### src/rtl/csp_pkg.sv
package csp_pkg;

   typedef enum logic [2:0] {
      ST_INSTR,
      ST_HDR,
      ST_LENH,
      ST_LENL,
      ST_DATA
   } csp_state_e;

   localparam logic [3:0] OP_KEY_ACT = 4'h1;
   localparam logic [3:0] OP_ENCRYPT = 4'h2;
   localparam logic [3:0] OP_DECRYPT = 4'h3;

   localparam logic [1:0] MASK_BOTH  = 2'b11;
   localparam logic [1:0] MASK_UPPER = 2'b10;

endpackage

### src/rtl/csp_len_ctr.sv
module csp_len_ctr #(
   parameter int LEN_W = 32
) (
   input  logic             clk,
   input  logic             rst_n,
   input  logic             load,
   input  logic [LEN_W-1:0] byte_len,
   input  logic             step,
   output logic             last,
   output logic             odd,
   output logic [LEN_W-1:0] idx
);
   logic [LEN_W-1:0] rem_q;
   logic [LEN_W-1:0] words;

   assign words = (byte_len >> 1) + LEN_W'(byte_len[0]);
   assign last  = (rem_q == LEN_W'(1));

   always_ff @(posedge clk or negedge rst_n) begin
      if (!rst_n) begin
         rem_q <= '0;
         idx   <= '0;
         odd   <= 1'b0;
      end else if (load) begin
         rem_q <= words;
         idx   <= '0;
         odd   <= byte_len[0];
      end else if (step) begin
         rem_q <= rem_q - LEN_W'(1);
         idx   <= idx + LEN_W'(1);
      end
   end
endmodule

### src/rtl/csp_key_gate.sv
module csp_key_gate #(
   parameter int KEY_WORDS = 8,
   parameter bit KEY_CHECK = 1'b1
) (
   input  logic clk,
   input  logic rst_n,
   input  logic sec_avail,
   input  logic act_req,
   output logic sec_take,
   output logic key_wr,
   output logic key_act,
   output logic act_fail
);
   localparam int CNT_W = $clog2(KEY_WORDS + 1);

   assign key_wr = sec_avail & sec_take;

   generate
      if (KEY_CHECK) begin : g_gated
         logic [CNT_W-1:0] cnt_q;
         logic             full;

         assign full     = (cnt_q == CNT_W'(KEY_WORDS));
         assign sec_take = sec_avail & ~full;

         always_ff @(posedge clk or negedge rst_n) begin
            if (!rst_n) begin
               cnt_q    <= '0;
               key_act  <= 1'b0;
               act_fail <= 1'b0;
            end else begin
               key_act  <= act_req & full;
               act_fail <= act_req & ~full;
               if (act_req && full)
                  cnt_q <= '0;
               else if (key_wr)
                  cnt_q <= cnt_q + CNT_W'(1);
            end
         end
      end else begin : g_open
         assign sec_take = sec_avail;

         always_ff @(posedge clk or negedge rst_n) begin
            if (!rst_n) begin
               key_act  <= 1'b0;
               act_fail <= 1'b0;
            end else begin
               key_act  <= act_req;
               act_fail <= 1'b0;
            end
         end
      end
   endgenerate
endmodule

### src/rtl/csp_parser.sv
module csp_parser
   import csp_pkg::*;
#(
   parameter  int DATA_W    = 16,
   parameter  int KEY_WORDS = 8,
   parameter  bit KEY_CHECK = 1'b1,
   localparam int LEN_W     = 2 * DATA_W
) (
   input  logic              clk,
   input  logic              rst_n,
   input  logic [DATA_W-1:0] pub_data,
   input  logic              pub_avail,
   output logic              pub_take,
   input  logic [DATA_W-1:0] sec_data,
   input  logic              sec_avail,
   output logic              sec_take,
   output logic              key_wr,
   output logic [DATA_W-1:0] key_data,
   output logic              key_act,
   output logic              cmd_start,
   output logic              cmd_dec,
   output logic [7:0]        cmd_id,
   output logic              seg_valid,
   output logic [3:0]        seg_type,
   output logic              seg_last_type,
   output logic              seg_last_msg,
   output logic [LEN_W-1:0]  seg_len,
   output logic [DATA_W-1:0] out_data,
   output logic              out_valid,
   input  logic              out_accept,
   output logic [1:0]        out_bmask,
   output logic              out_last,
   output logic [LEN_W-1:0]  out_cnt,
   output logic              err
);
   generate
      if (DATA_W != 16) begin : g_bad_width
         $error("csp_parser: word framing is defined for 16-bit words only");
      end
      if (KEY_WORDS < 1) begin : g_bad_key
         $error("csp_parser: KEY_WORDS must be at least 1");
      end
   endgenerate

   csp_state_e        state_q;
   logic [DATA_W-1:0] len_hi_q;
   logic              err_q;
   logic              act_fail;
   logic [3:0]        opcode;
   logic              instr_bad;
   logic              act_req;
   logic              cnt_load;
   logic              cnt_step;
   logic              cnt_last;
   logic              cnt_odd;
   logic [LEN_W-1:0]  full_len;

   assign opcode    = pub_data[7:4];
   assign instr_bad = (pub_data[3:0] != 4'h0) ||
                      !(opcode == OP_KEY_ACT || opcode == OP_ENCRYPT || opcode == OP_DECRYPT);
   assign full_len  = {len_hi_q, pub_data};

   assign out_valid = (state_q == ST_DATA) & pub_avail;
   assign out_data  = pub_data;
   assign pub_take  = pub_avail & ((state_q != ST_DATA) | out_accept);
   assign out_last  = (state_q == ST_DATA) & cnt_last;
   assign out_bmask = (out_last && cnt_odd) ? MASK_UPPER : MASK_BOTH;

   assign act_req  = pub_take && (state_q == ST_INSTR) && !instr_bad && (opcode == OP_KEY_ACT);
   assign cnt_load = pub_take && (state_q == ST_LENL);
   assign cnt_step = pub_take && (state_q == ST_DATA);
   assign err      = err_q | act_fail;
   assign key_data = sec_data;

   always_ff @(posedge clk or negedge rst_n) begin
      if (!rst_n) begin
         state_q       <= ST_INSTR;
         len_hi_q      <= '0;
         err_q         <= 1'b0;
         cmd_start     <= 1'b0;
         cmd_dec       <= 1'b0;
         cmd_id        <= '0;
         seg_valid     <= 1'b0;
         seg_type      <= '0;
         seg_last_type <= 1'b0;
         seg_last_msg  <= 1'b0;
         seg_len       <= '0;
      end else begin
         err_q     <= 1'b0;
         cmd_start <= 1'b0;
         seg_valid <= 1'b0;
         if (pub_take) begin
            unique case (state_q)
               ST_INSTR: begin
                  if (instr_bad) begin
                     err_q <= 1'b1;
                  end else if (opcode != OP_KEY_ACT) begin
                     cmd_start <= 1'b1;
                     cmd_dec   <= (opcode == OP_DECRYPT);
                     cmd_id    <= pub_data[15:8];
                     state_q   <= ST_HDR;
                  end
               end
               ST_HDR: begin
                  seg_type      <= pub_data[7:4];
                  seg_last_type <= pub_data[3];
                  seg_last_msg  <= pub_data[2];
                  state_q       <= ST_LENH;
               end
               ST_LENH: begin
                  len_hi_q <= pub_data;
                  state_q  <= ST_LENL;
               end
               ST_LENL: begin
                  seg_valid <= 1'b1;
                  seg_len   <= full_len;
                  if (full_len != '0)
                     state_q <= ST_DATA;
                  else
                     state_q <= seg_last_msg ? ST_INSTR : ST_HDR;
               end
               ST_DATA: begin
                  if (cnt_last)
                     state_q <= seg_last_msg ? ST_INSTR : ST_HDR;
               end
               default: state_q <= ST_INSTR;
            endcase
         end
      end
   end

   csp_len_ctr #(.LEN_W(LEN_W)) u_len_ctr (
      .clk      (clk),
      .rst_n    (rst_n),
      .load     (cnt_load),
      .byte_len (full_len),
      .step     (cnt_step),
      .last     (cnt_last),
      .odd      (cnt_odd),
      .idx      (out_cnt)
   );

   csp_key_gate #(.KEY_WORDS(KEY_WORDS), .KEY_CHECK(KEY_CHECK)) u_key_gate (
      .clk       (clk),
      .rst_n     (rst_n),
      .sec_avail (sec_avail),
      .act_req   (act_req),
      .sec_take  (sec_take),
      .key_wr    (key_wr),
      .key_act   (key_act),
      .act_fail  (act_fail)
   );
endmodule

### config.mk
export PLATFORM = sky130hd
export DESIGN_NAME = csp_parser
export DESIGN_NICKNAME = d
export VERILOG_FILES = /design/src/rtl/csp_pkg.sv /design/src/rtl/csp_len_ctr.sv /design/src/rtl/csp_key_gate.sv /design/src/rtl/csp_parser.sv
export SDC_FILE = /design/constraint.sdc
export NUM_CORES = 1
export LEC_CHECK = 0
export BUFFER_PORTS_ARGS = -buffer_cell sky130_fd_sc_hd__buf_2
export CAP_MARGIN = 25
export CORE_MARGIN = 5
export CORE_UTILIZATION = 40
export CTS_BUF_LIST = sky130_fd_sc_hd__clkbuf_16
export CTS_CLUSTER_SIZE = 24
export DETAILED_ROUTE_END_ITERATION = 8
export SLEW_MARGIN = 20
export SYNTH_ARGS = -nofsm -noshare
export SYNTH_HDL_FRONTEND = slang
export SYNTH_SLANG_ARGS = --single-unit
### constraint.sdc
create_clock -name clk -period 5.4 [get_ports clk]
set_input_delay 0.27 -clock clk [delete_from_list [all_inputs] [get_ports clk]]
set_output_delay 0.27 -clock clk [all_outputs]
set_load 0.03 [all_outputs]
Yosys cells after proc, flatten, opt, wreduce, memory -nomap -nowiden
Cells that the tools add are included.

Add/sub/neg operators: 4. Equality and inequality tests: 14. Muxes and demuxes: 22. Bitwise gates (word level): 11. Reductions and logical operators: 22.

Operators by type and width (number): 2-to-1 mux 32 bit (4); adder 31 x 1 -> 32 bit (1); adder 32 x 1 -> 32 bit, second input constant (1); equality test 32 x 1 -> 1 bit, second input constant (1); nonzero test 32 bit (1); subtractor 32 x 1 -> 32 bit, second input constant (1); one-hot mux 3 bit (5 select lines) (1); 2-to-1 mux 3 bit (4); 2-to-1 mux 1 bit (11); equality test 4 x 2 -> 1 bit, second input constant (2); 2-to-1 mux 4 bit (2); AND reduction 4 bit (2); AND 1 bit (7); logical AND 1 bit (7); equality test 3 x 2 -> 1 bit, second input constant (2); AND reduction 2 bit (3); adder 4 x 1 -> 4 bit, second input constant (1); equality test 4 x 1 -> 1 bit, second input constant (1); equality test 4 bit, second input constant (1); != test 2 bit, second input constant (2); != test 4 x 1 -> 1 bit, second input constant (1); nonzero test 2 bit (2); nonzero test 4 bit (1); equality test 3 x 1 -> 1 bit, second input constant (1); other kinds (8) (13).

Register bits: 140. Input port bits: 37. Output and inout port bits: 122. Word-level logic and storage cells: 90.

Depth between registers and ports, before layout
Gate-level depths: netlist of run 1.

Depth in word-level cells: 10. Depth in mapped cells: 9. Gate-level depth less buffers: 7.

Modules after synthesis
Synthesis of run 1 repeated with hierarchy kept, for this count alone.

Cell total of the unflattened synthesis: 676. Area total of the unflattened synthesis: 7374.6 um2.

Modules (own cells, without submodules): csp_len_ctr (times used 1, cells an instance 427, area each 4026.4 um2, sequential area each 1626.6 um2); csp_parser (times used 1, cells an instance 225, area each 3051.7 um2, sequential area each 1726.7 um2); csp_key_gate (times used 1, cells an instance 24, area each 296.5 um2, sequential area each 150.1 um2).

Worst setup path after synthesis of run 1
OpenSTA, ideal clock, no wires.

Path type: register to output. Start point: register u_len_ctr.rem_q[23]. End point: output out_bmask[0]. Arrival: 2997 ps. Data required time: 5130 ps. Setup slack: 2133 ps. Stages on the path, launching flop included: 5. Path buffers: 0. Cell sequence: dfrtp_1 or4_4 or4b_1 nor4_1 nand2_1.

Longest elaborated chain between the ends: 4.

RTL lines: from (decl) (line csp_len_ctr.sv:13) `logic [LEN_W-1:0] rem_q;`; from (signal assigned) (line csp_len_ctr.sv:25) `rem_q <= words;`; from (signal assigned) (line csp_len_ctr.sv:29) `rem_q <= rem_q - LEN_W'(1);`; equality test 32 x 1 -> 1 bit (line csp_len_ctr.sv:17) `assign last = (rem_q == LEN_W'(1));`; AND 1 bit (line csp_parser.sv:66) `assign out_last = (state_q == ST_DATA) & cnt_last;`; net out_last (line csp_parser.sv:32) `output logic out_last,`; logical AND 1 bit (line csp_parser.sv:67) `assign out_bmask = (out_last && cnt_odd) ? MASK_UPPER : MASK_BOTH;`; 2-to-1 mux 1 bit (line csp_parser.sv:67); to (decl) (line csp_parser.sv:31) `output logic [1:0] out_bmask,`.

The timed path passes the listed nets, and every way through them passes these cells.

Worst setup path after layout of run 1
Start point: register u_len_ctr.rem_q[23]. End point: output out_last.

Longest elaborated chain between the ends: 2.

RTL lines (line): equality test 32 x 1 -> 1 bit (csp_len_ctr.sv:17); AND 1 bit (csp_parser.sv:66); to (decl) (csp_parser.sv:32).

No other way between the ends.

==> key figures, run 1 <==
Outcome
  – Status: finished, final reports clean

STA
  – Worst-Margin Slew: roughly 940 ps
  – RSZ-0062 raised after global routing: false
  – Highest clock rate: 333 MHz
  – Crit path time final: 3010 ps
  – Slew Viols, Final: 0
  – Clock Skew: between 9 and 10 ps
  – Setup TNS: 0 ps
  – Final Setup Violations: 0
  – Final Hold Vio Count: 0
  – Max_slew headroom: 0.370
  – Hold slack: 143 ps
  – Final worst-path cycle share: 0.557

Route
  – Drt first-iter violations: between 300 and 400
  – Wirelength, routed: 18500 um
  – Via count: 5844
  – DRC viols: 0
  – DRT antenna net count: 0
  – TritonRoute pass-1 iters: 4
  – Wirelength per Cell: ~17 um
  – DR vias/cell: ~5.3

Global route
  – Initial antenna violation count: 0
  – Total grt overflow: 0
  – Tot GR Track Use: 0.177
  – First-pass GRT wire length: around 31000 um
  – Vias in the first global route: just under 6000
  – Largest net degree at the start of global routing: 95

Synth
  – Fraction of registers with async set/reset: 1.00
  – Mux share of post-synthesis cell area: 0.0599
  – Avg Inst Size Synth: between 9 and 10 um2
  – Register bit count reported by yosys: approximately 140
  – Cells after Synth: around 790
  – Yosys cell types: between 60 and 70
  – Post-synthesis compound-gate area fraction: 0.0650
  – Post-synthesis sequential area ratio: 0.465
  – Synth Flop Type: dfrtp_1
  – Xor/xnor cell area share of the yosys netlist: 0.0809
  – Number of synthesized flops with an enable pin: 0
  – Synth Area in Simple Gates: 0.244
  – Post-Synth Adder-Cell Area: 0.0134
  – Synth Cell Area: roughly 7500 um2
  – Largest family of logic cells by synthesized area: simple AND/OR/NAND/NOR gates
  – Total number of yosys warnings: 0
  – Syn nets: between 800 and 900

Die
  – DIE WIDTH: around 150 um
  – Initial Util: 0.402
  – Die height: 147 um
  – Die Area: between 20000 and 25000 um2
  – Core outline area: between 15000 and 20000 um2
  – IO Pins: around 160
  – Row count: 50

Layout
  – Nets@finish: about 900
  – Layout cells sized above 1: 0.243
  – Finished Core Util: 0.462
  – Layout area overhead: 14.8%
  – FILL cells: 1785
  – Diodes inserted: 0
  – Final Cell Area: between 8000 and 9000 um2

Placed design
  – Hpwl dp: roughly 13000 um
  – Cell area after placement: roughly 8000 um2
  – # port buffers: 125
  – Placer Congestion: a little over 0.8

Worst setup path
  – Worst Path Required: between 5000 and 6000 ps
  – CP Cell Sequence: or4_4 > or4b_1 > nor4_1 > buf_2
  – Startpoint types: register
  – Slowest stage cell, crit path: or4b_1
  – CP max FO: 5
  – Largest stage delay, worst path: 640 ps
  – CP endpoint kind: primary output
  – WP data arrival: about 2700 ps
  – Delay-heaviest family, CP: simple AND/OR/NAND/NOR gates
  – Worst path buffer plus inverter count: 1
  – Setup CP Type: reg2out

CTS
  – Htree depth: 4
  – Clock latency at the later pin of the worst-skew pair: 430 ps
  – CTS Buffer Depth: 2
  – Cts bufs inserted: 17
  – CTS tree: done
  – Sink Count: 139
  – # resized after CTS: 0
  – Hold Buf Count CTS: 1
  – Worst-path clk slew: roughly 60 ps
  – Clk root buf: clkbuf_16
  – Setup Buffers After CTS: 0

Job
  – Max-cap viol count: 0

Power
  – PD cells: about 460 nW/um2
  – Max VDD drop: just under 0.0003 V
  – P_leak: just over 0.004 uW

Hold path
  – Worst Hold Class: in2reg
[area by class of cell]
type,instances,area (um2),share of cell area
Sequential cell,139,3480,0.406
Multi-Input combinational cell,549,3480,0.405
Timing Repair Buffer,131,679,0.0792
Clock buffer,17,425,0.0496
Tap cell,234,293,0.0341
Clock inverter,14,138,0.0160
Inverter,23,86.3,0.0101
[Yosys cell counts (5+ instances only)]
| library cell | number | share of area |
|---|---|---|
| a21oi_1 | 21 | 0.014 |
| buf_4 | 35 | 0.035 |
| mux2_2 | 30 | 0.045 |
| clkbuf_1 | 24 | 0.012 |
| buf_2 | 10 | 0.0067 |
| o21ai_0 | 32 | 0.021 |
| mux2i_1 | 11 | 0.015 |
| or4_1 | 7 | 0.0070 |
| nand3_1 | 22 | 0.015 |
| nor2_1 | 61 | 0.031 |
| and4_1 | 5 | 0.0059 |
| xor2_1 | 27 | 0.032 |
| nand2b_1 | 5 | 0.0042 |
| ha_1 | 8 | 0.013 |
| inv_1 | 23 | 0.012 |
| nand4_1 | 28 | 0.023 |
| nand2_1 | 124 | 0.062 |
| or3_1 | 11 | 0.0092 |
| dfrtp_1 | 139 | 0.47 |
| nor3_1 | 28 | 0.019 |
| buf_1 | 7 | 0.0035 |
| nor4_1 | 23 | 0.019 |
| xnor2_1 | 42 | 0.049 |
| and3_1 | 5 | 0.0042 |
[metrics by stage]
step | std cells | setup slack, ps | total power [uW]
floorplan | 788 | 2130 | 2500
global placement | 1075 | 2820 | 2830
detailed placement | 1075 | 2790 | 2850
CTS | 1107 | 2330 | 3990
global route | 1107 | 2300 | 4210
finish | 1107 | 2390 | 3960
[state kept, by name (all words and copies together) (netlist names)]
signal,cells
state_q,3
len_hi_q,16
cmd_dec,1
err_q,1
seg_last_msg,1
seg_type,4
seg_len,32
u_key_gate.g_gated.cnt_q,4
u_len_ctr.idx,32
seg_last_type,1
cmd_start,1
u_key_gate.key_act,1
u_key_gate.act_fail,1
cmd_id,8
seg_valid,1
u_len_ctr.rem_q,32
[logic make-up after synthesis]
group,Yosys count
AND/OR/NAND/NOR,351
flip-flops,139
buffers and inverters,100
AO/OA/AOI/OAI,79
XOR/XNOR,69
multiplexers,41
adder cells (fa/ha/maj),8
other,1
[path summary, 6_finish.rpt]
path / from / endpoint / slack, ps / depth (start not counted)
setup / recovery: u_len_ctr.rem_q[23]$_DFFE_PN0P_ / out_last / 2390 / 4
hold / removal: pub_data[0] / len_hi_q[0]$_DFFE_PN0P_ / 140 / 2
setup reg to reg: state_q[0]$_DFFE_PN0P_ / u_len_ctr.rem_q[10]$_DFFE_PN0P_ / 2880 / 6
hold reg to reg: seg_len[26]$_DFFE_PN0P_ / seg_len[26]$_DFFE_PN0P_ / 470 / 2
max in group asynchronous: rst_n / u_len_ctr.rem_q[21]$_DFFE_PN0P_ / 3850 / 3
min in group asynchronous: rst_n / u_len_ctr.idx[10]$_DFFE_PN0P_ / 460 / 2
[power breakdown]
part | switching [uW] | total, uW | internal [uW]
Sequential | 305 | 1610 | 1300
Combinational | 755 | 1220 | 466
Clock | 492 | 1130 | 641
Total | 1550 | 3960 | 2410
[cells in the final DEF (no fill, tap or decap), types with 3 or more instances in the layout]
master	synthesis	layout
xnor2_1	42	42
nand2b_1	5	5
nor3_1	28	28
clkbuf_16	0	17
buf_4	35	5
a31oi_1	3	3
nor2_1	61	61
and4_1	5	5
nor4b_2	3	4
o21ai_0	32	32
nand3_1	22	22
inv_6	0	4
nand2_1	124	123
and2_1	3	3
or3_1	11	11
nor4_1	23	23
a21oi_1	21	21
inv_1	23	22
or4_1	7	7
mux2_2	30	30
and3_1	5	5
ha_1	8	8
nand4_1	28	28
xor2_1	27	27
dfrtp_1	139	139
clkinvlp_4	0	5
buf_2	10	124
mux2i_1	11	11
[routing by layer]
metal | routed length [um] | part of all wire | up-vias | track usage
met5 | 0 | 0 | - | 0
met2 | 8020 | 0.43 | 156 | 0.259
li1 | - | - | 2854 | -
met1 | 9170 | 0.49 | 2813 | 0.256
met4 | 271 | 0.015 | 0 | 0.0560
met3 | 1070 | 0.058 | 21 | 0.0481
[worst reg2reg max path: stages, from the launching register on]
cell and delay [ps]:
dfrtp_1 570, and3b_1 360, nand2_2 90, inv_2 690, nor2_1 280, o21ai_0 240
o311ai_0 150
(Power assumes the default switching activity.)
==> inputs of run 2 (changes only) <==
--- a/config.mk
+++ b/config.mk
@@ -5,6 +5,7 @@
 export SDC_FILE = /design/constraint.sdc
 export NUM_CORES = 1
 export LEC_CHECK = 0
+export ABC_AREA = 1
 export BUFFER_PORTS_ARGS = -buffer_cell sky130_fd_sc_hd__buf_2
 export CAP_MARGIN = 25
 export CORE_MARGIN = 5
==> constraint.sdc (replaced) <==
create_clock -name clk -period 3.07 [get_ports clk]
set_input_delay 0.1535 -clock clk [delete_from_list [all_inputs] [get_ports clk]]
set_output_delay 0.1535 -clock clk [all_outputs]
set_load 0.03 [all_outputs]
==> run 2 against run 1 <==
Compared with the run above: hold slack got worse by 120 ps; worst setup slack got worse by 1600 ps; total power rose by 130%; flip-flop and latch count did not move; highest routed layer unchanged.
==> key figures, run 2 <==
CTS
  – Hold Buf Count CTS: 1
  – Sink Count: 139
  – CTS Buffer Depth: 2
  – Htree depth: 4
  – Setup Buffers After CTS: 0
  – Clk root buf: clkbuf_16
  – Clock latency at the later pin of the worst-skew pair: between 400 and 500 ps
  – Cts bufs inserted: 17
  – CTS tree: done
  – # resized after CTS: 0
  – Worst-path clk slew: about 60 ps

Route
  – Via count: approximately 8600
  – DR vias/cell: roughly 5.2
  – DRT antenna net count: 0
  – Wirelength, routed: around 27000 um
  – DRC viols: 0
  – TritonRoute pass-1 iters: 5
  – Drt first-iter violations: 570
  – Wirelength per Cell: approximately 17 um

Global route
  – Largest net degree at the start of global routing: between 70 and 80
  – Tot GR Track Use: 0.222
  – First-pass GRT wire length: approximately 43000 um
  – Vias in the first global route: around 8000
  – Total grt overflow: 0
  – Initial antenna violation count: 0

Worst setup path
  – Startpoint types: register
  – Setup slack, reg-to-reg: 810 ps
  – CP endpoint kind: primary output
  – CP max FO: 4
  – Worst Path Required: ~2900 ps
  – Worst R2R End: u_len_ctr.idx[4]$_DFFE_PN0P_
  – Setup CP Type: reg2out
  – Reg2Reg Launch Point: state_q[1]$_DFFE_PN0P_
  – Register-to-Register Path Depth: 8
  – WP data arrival: around 2100 ps

Synth
  – Synth Flop Type: dfrtp_1
  – Area share of the largest cell type after synthesis: 0.406
  – Fraction of registers with async set/reset: 1.00
  – Total number of yosys warnings: 0
  – Avg Inst Size Synth: ~6.7 um2
  – Synth cell count leaders: nand2_1 (401), nor2_1 (205), dfrtp_1 (139)
  – Area leader, netlist: dfrtp_1
  – Post-synthesis sequential area ratio: 0.406
  – Cells after Synth: around 1300
  – Yosys cell types: 38
  – Top cells by area, synth: dfrtp_1 (41%), nand2_1 (18%), nor2_1 (9.0%), nand3_1 (6.2%), o21ai_0 (5.9%)
  – Count leader, synth: nand2_1
  – Number of synthesized flops with an enable pin: 0
  – Syn nets: between 1000 and 1500
  – Register bit count reported by yosys: between 100 and 150
  – Synth Cell Area: roughly 8600 um2

Layout
  – Sequential cell area: roughly 3500 um2
  – Nets@finish: 1400
  – Most common cell after layout, fill and taps aside: nand2_1
  – Diodes inserted: 0
  – Final Cell Area: between 9000 and 10000 um2
  – Largest regs: seg_len (32), u_len_ctr.idx (32), u_len_ctr.rem_q (32)
  – Layout cells sized above 1: 0.130
  – Footprint of the multi-input gates: roughly 4200 um2
  – FILL cells: between 2000 and 2500
  – Layout area overhead: 14.3%
  – Commonest non-fill, non-tap cells in the layout: nand2_1 (401), nor2_1 (205), dfrtp_1 (139)

Job
  – Max-cap viol count: 0

Placed design
  – Hpwl dp: between 20000 and 25000 um
  – # port buffers: approximately 130
  – Placer Congestion: about 0.96
  – Cell area after placement: approximately 9200 um2
  – Dpl ws: about 840 ps

STA
  – Max_slew headroom: 0.389
  – Setup TNS: 0 ps
  – Final Setup Violations: 0
  – Clock Skew: slightly above 9 ps
  – Highest clock rate: approximately 440 MHz
  – RSZ-0062 raised after global routing: false
  – Worst-Margin Slew: slightly above 900 ps
  – Setup WS post-layout: around 770 ps
  – Crit path time final: between 2000 and 2500 ps
  – Slew Viols, Final: 0
  – Final worst-path cycle share: 0.748
  – Final Hold Vio Count: 0

Hold path
  – Hold EP: u_len_ctr.idx[1]$_DFFE_PN0P_
  – Hold Path Depth: 2
  – Worst Hold Class: in2reg
  – Hold path startpoint: out_accept

Die
  – IO Pins: about 160
  – Initial Util: 0.406
  – Die height: 156 um
  – Row count: 53
  – Die Area: 24500 um2
  – DIE WIDTH: 156 um
  – Core outline area: 21100 um2

Power
  – P_leak: 0.00483 uW
  – PD cells: 920 nW/um2
  – Max VDD drop: a little under 0.0006 V

Outcome
  – Status: finished, final reports clean
run 2: cell types whose count changed after synthesis, sizes merged, moves of 39 or more:
cell / delta
nand2: +281
nor2: +149
nand3: +85
o21ai: +74
inv: +102
xnor2: -39
run 2: metrics by stage:
step,cells,total power (uW),util,hold slack [ps]
2_1_floorplan,1272,5730,-,-142
3_3_place_gp,1610,6790,0.435,196
3_5_place_dp,1610,6840,0.435,196
4_1_cts,1643,9040,0.465,23.3
5_1_grt,1643,9640,0.465,30.8
6_report,1643,9020,0.465,25.3
run 2: metal layers:
| metal | vias to the layer above | global-route usage | part of all wire | wire, um |
|---|---|---|---|---|
| li1 | 4187 | - | - | - |
| met1 | 4023 | 0.295 | 0.44 | 12000 |
| met2 | 317 | 0.367 | 0.46 | 12600 |
| met3 | 45 | 0.0348 | 0.067 | 1830 |
| met4 | 0 | 0.0843 | 0.031 | 840 |
| met5 | - | 0 | 0 | 0 |
run 2: where the power goes:
group / internal [uW] / leakage (uW) / switching [uW] / total (uW)
sequential: 2500 / 0.00180 / 734 / 3240
combinational: 1040 / 0.00273 / 2550 / 3600
clock: 1290 / 0.000293 / 891 / 2180
total: 4840 / 0.00483 / 4180 / 9020
run 2: cell families after synthesis:
kind of cell / synth area share
xor gates and xnor gates: 0.0215
DFF: 0.406
other: 0.000437
adders and majority gates: 0.0117
and+or+nand+nor: 0.372
buffers and inverters: 0.103
AOI/OAI and AO/OA: 0.0848
run 2: worst max-delay path by stage:
stage,end,start,depth (start not counted),slack (ps)
finish,out_bmask[0],u_len_ctr.rem_q[15]$_DFFE_PN0P_,9,770
floorplan,out_bmask[0],u_len_ctr.rem_q[15]$_DFFE_PN0P_,8,1180
CTS,out_bmask[0],u_len_ctr.rem_q[15]$_DFFE_PN0P_,9,780
detailed placement,u_len_ctr.idx[4]$_DFFE_PN0P_,state_q[1]$_DFFE_PN0P_,8,840
global placement,u_len_ctr.idx[4]$_DFFE_PN0P_,state_q[1]$_DFFE_PN0P_,8,870
global route,out_bmask[0],u_len_ctr.rem_q[15]$_DFFE_PN0P_,9,640
run 2: area by class of cell:
class	count	share of cell area
Tap cell	275	0.0351
Clock inverter	15	0.0190
Multi-Input combinational cell	941	0.429
Clock buffer	17	0.0434
Inverter	125	0.0479
Sequential cell	139	0.355
Timing Repair Buffer	131	0.0706
run 2: worst max-delay path, stage by stage (launching register included):
cell and delay (ps):
dfrtp_1 430, nor2_1 300, nand2_1 170, inv_1 80, nand2_1 50, nor2_1 130, nand2_1 120, nor2_1 190
nand2_1 70, buf_2 180
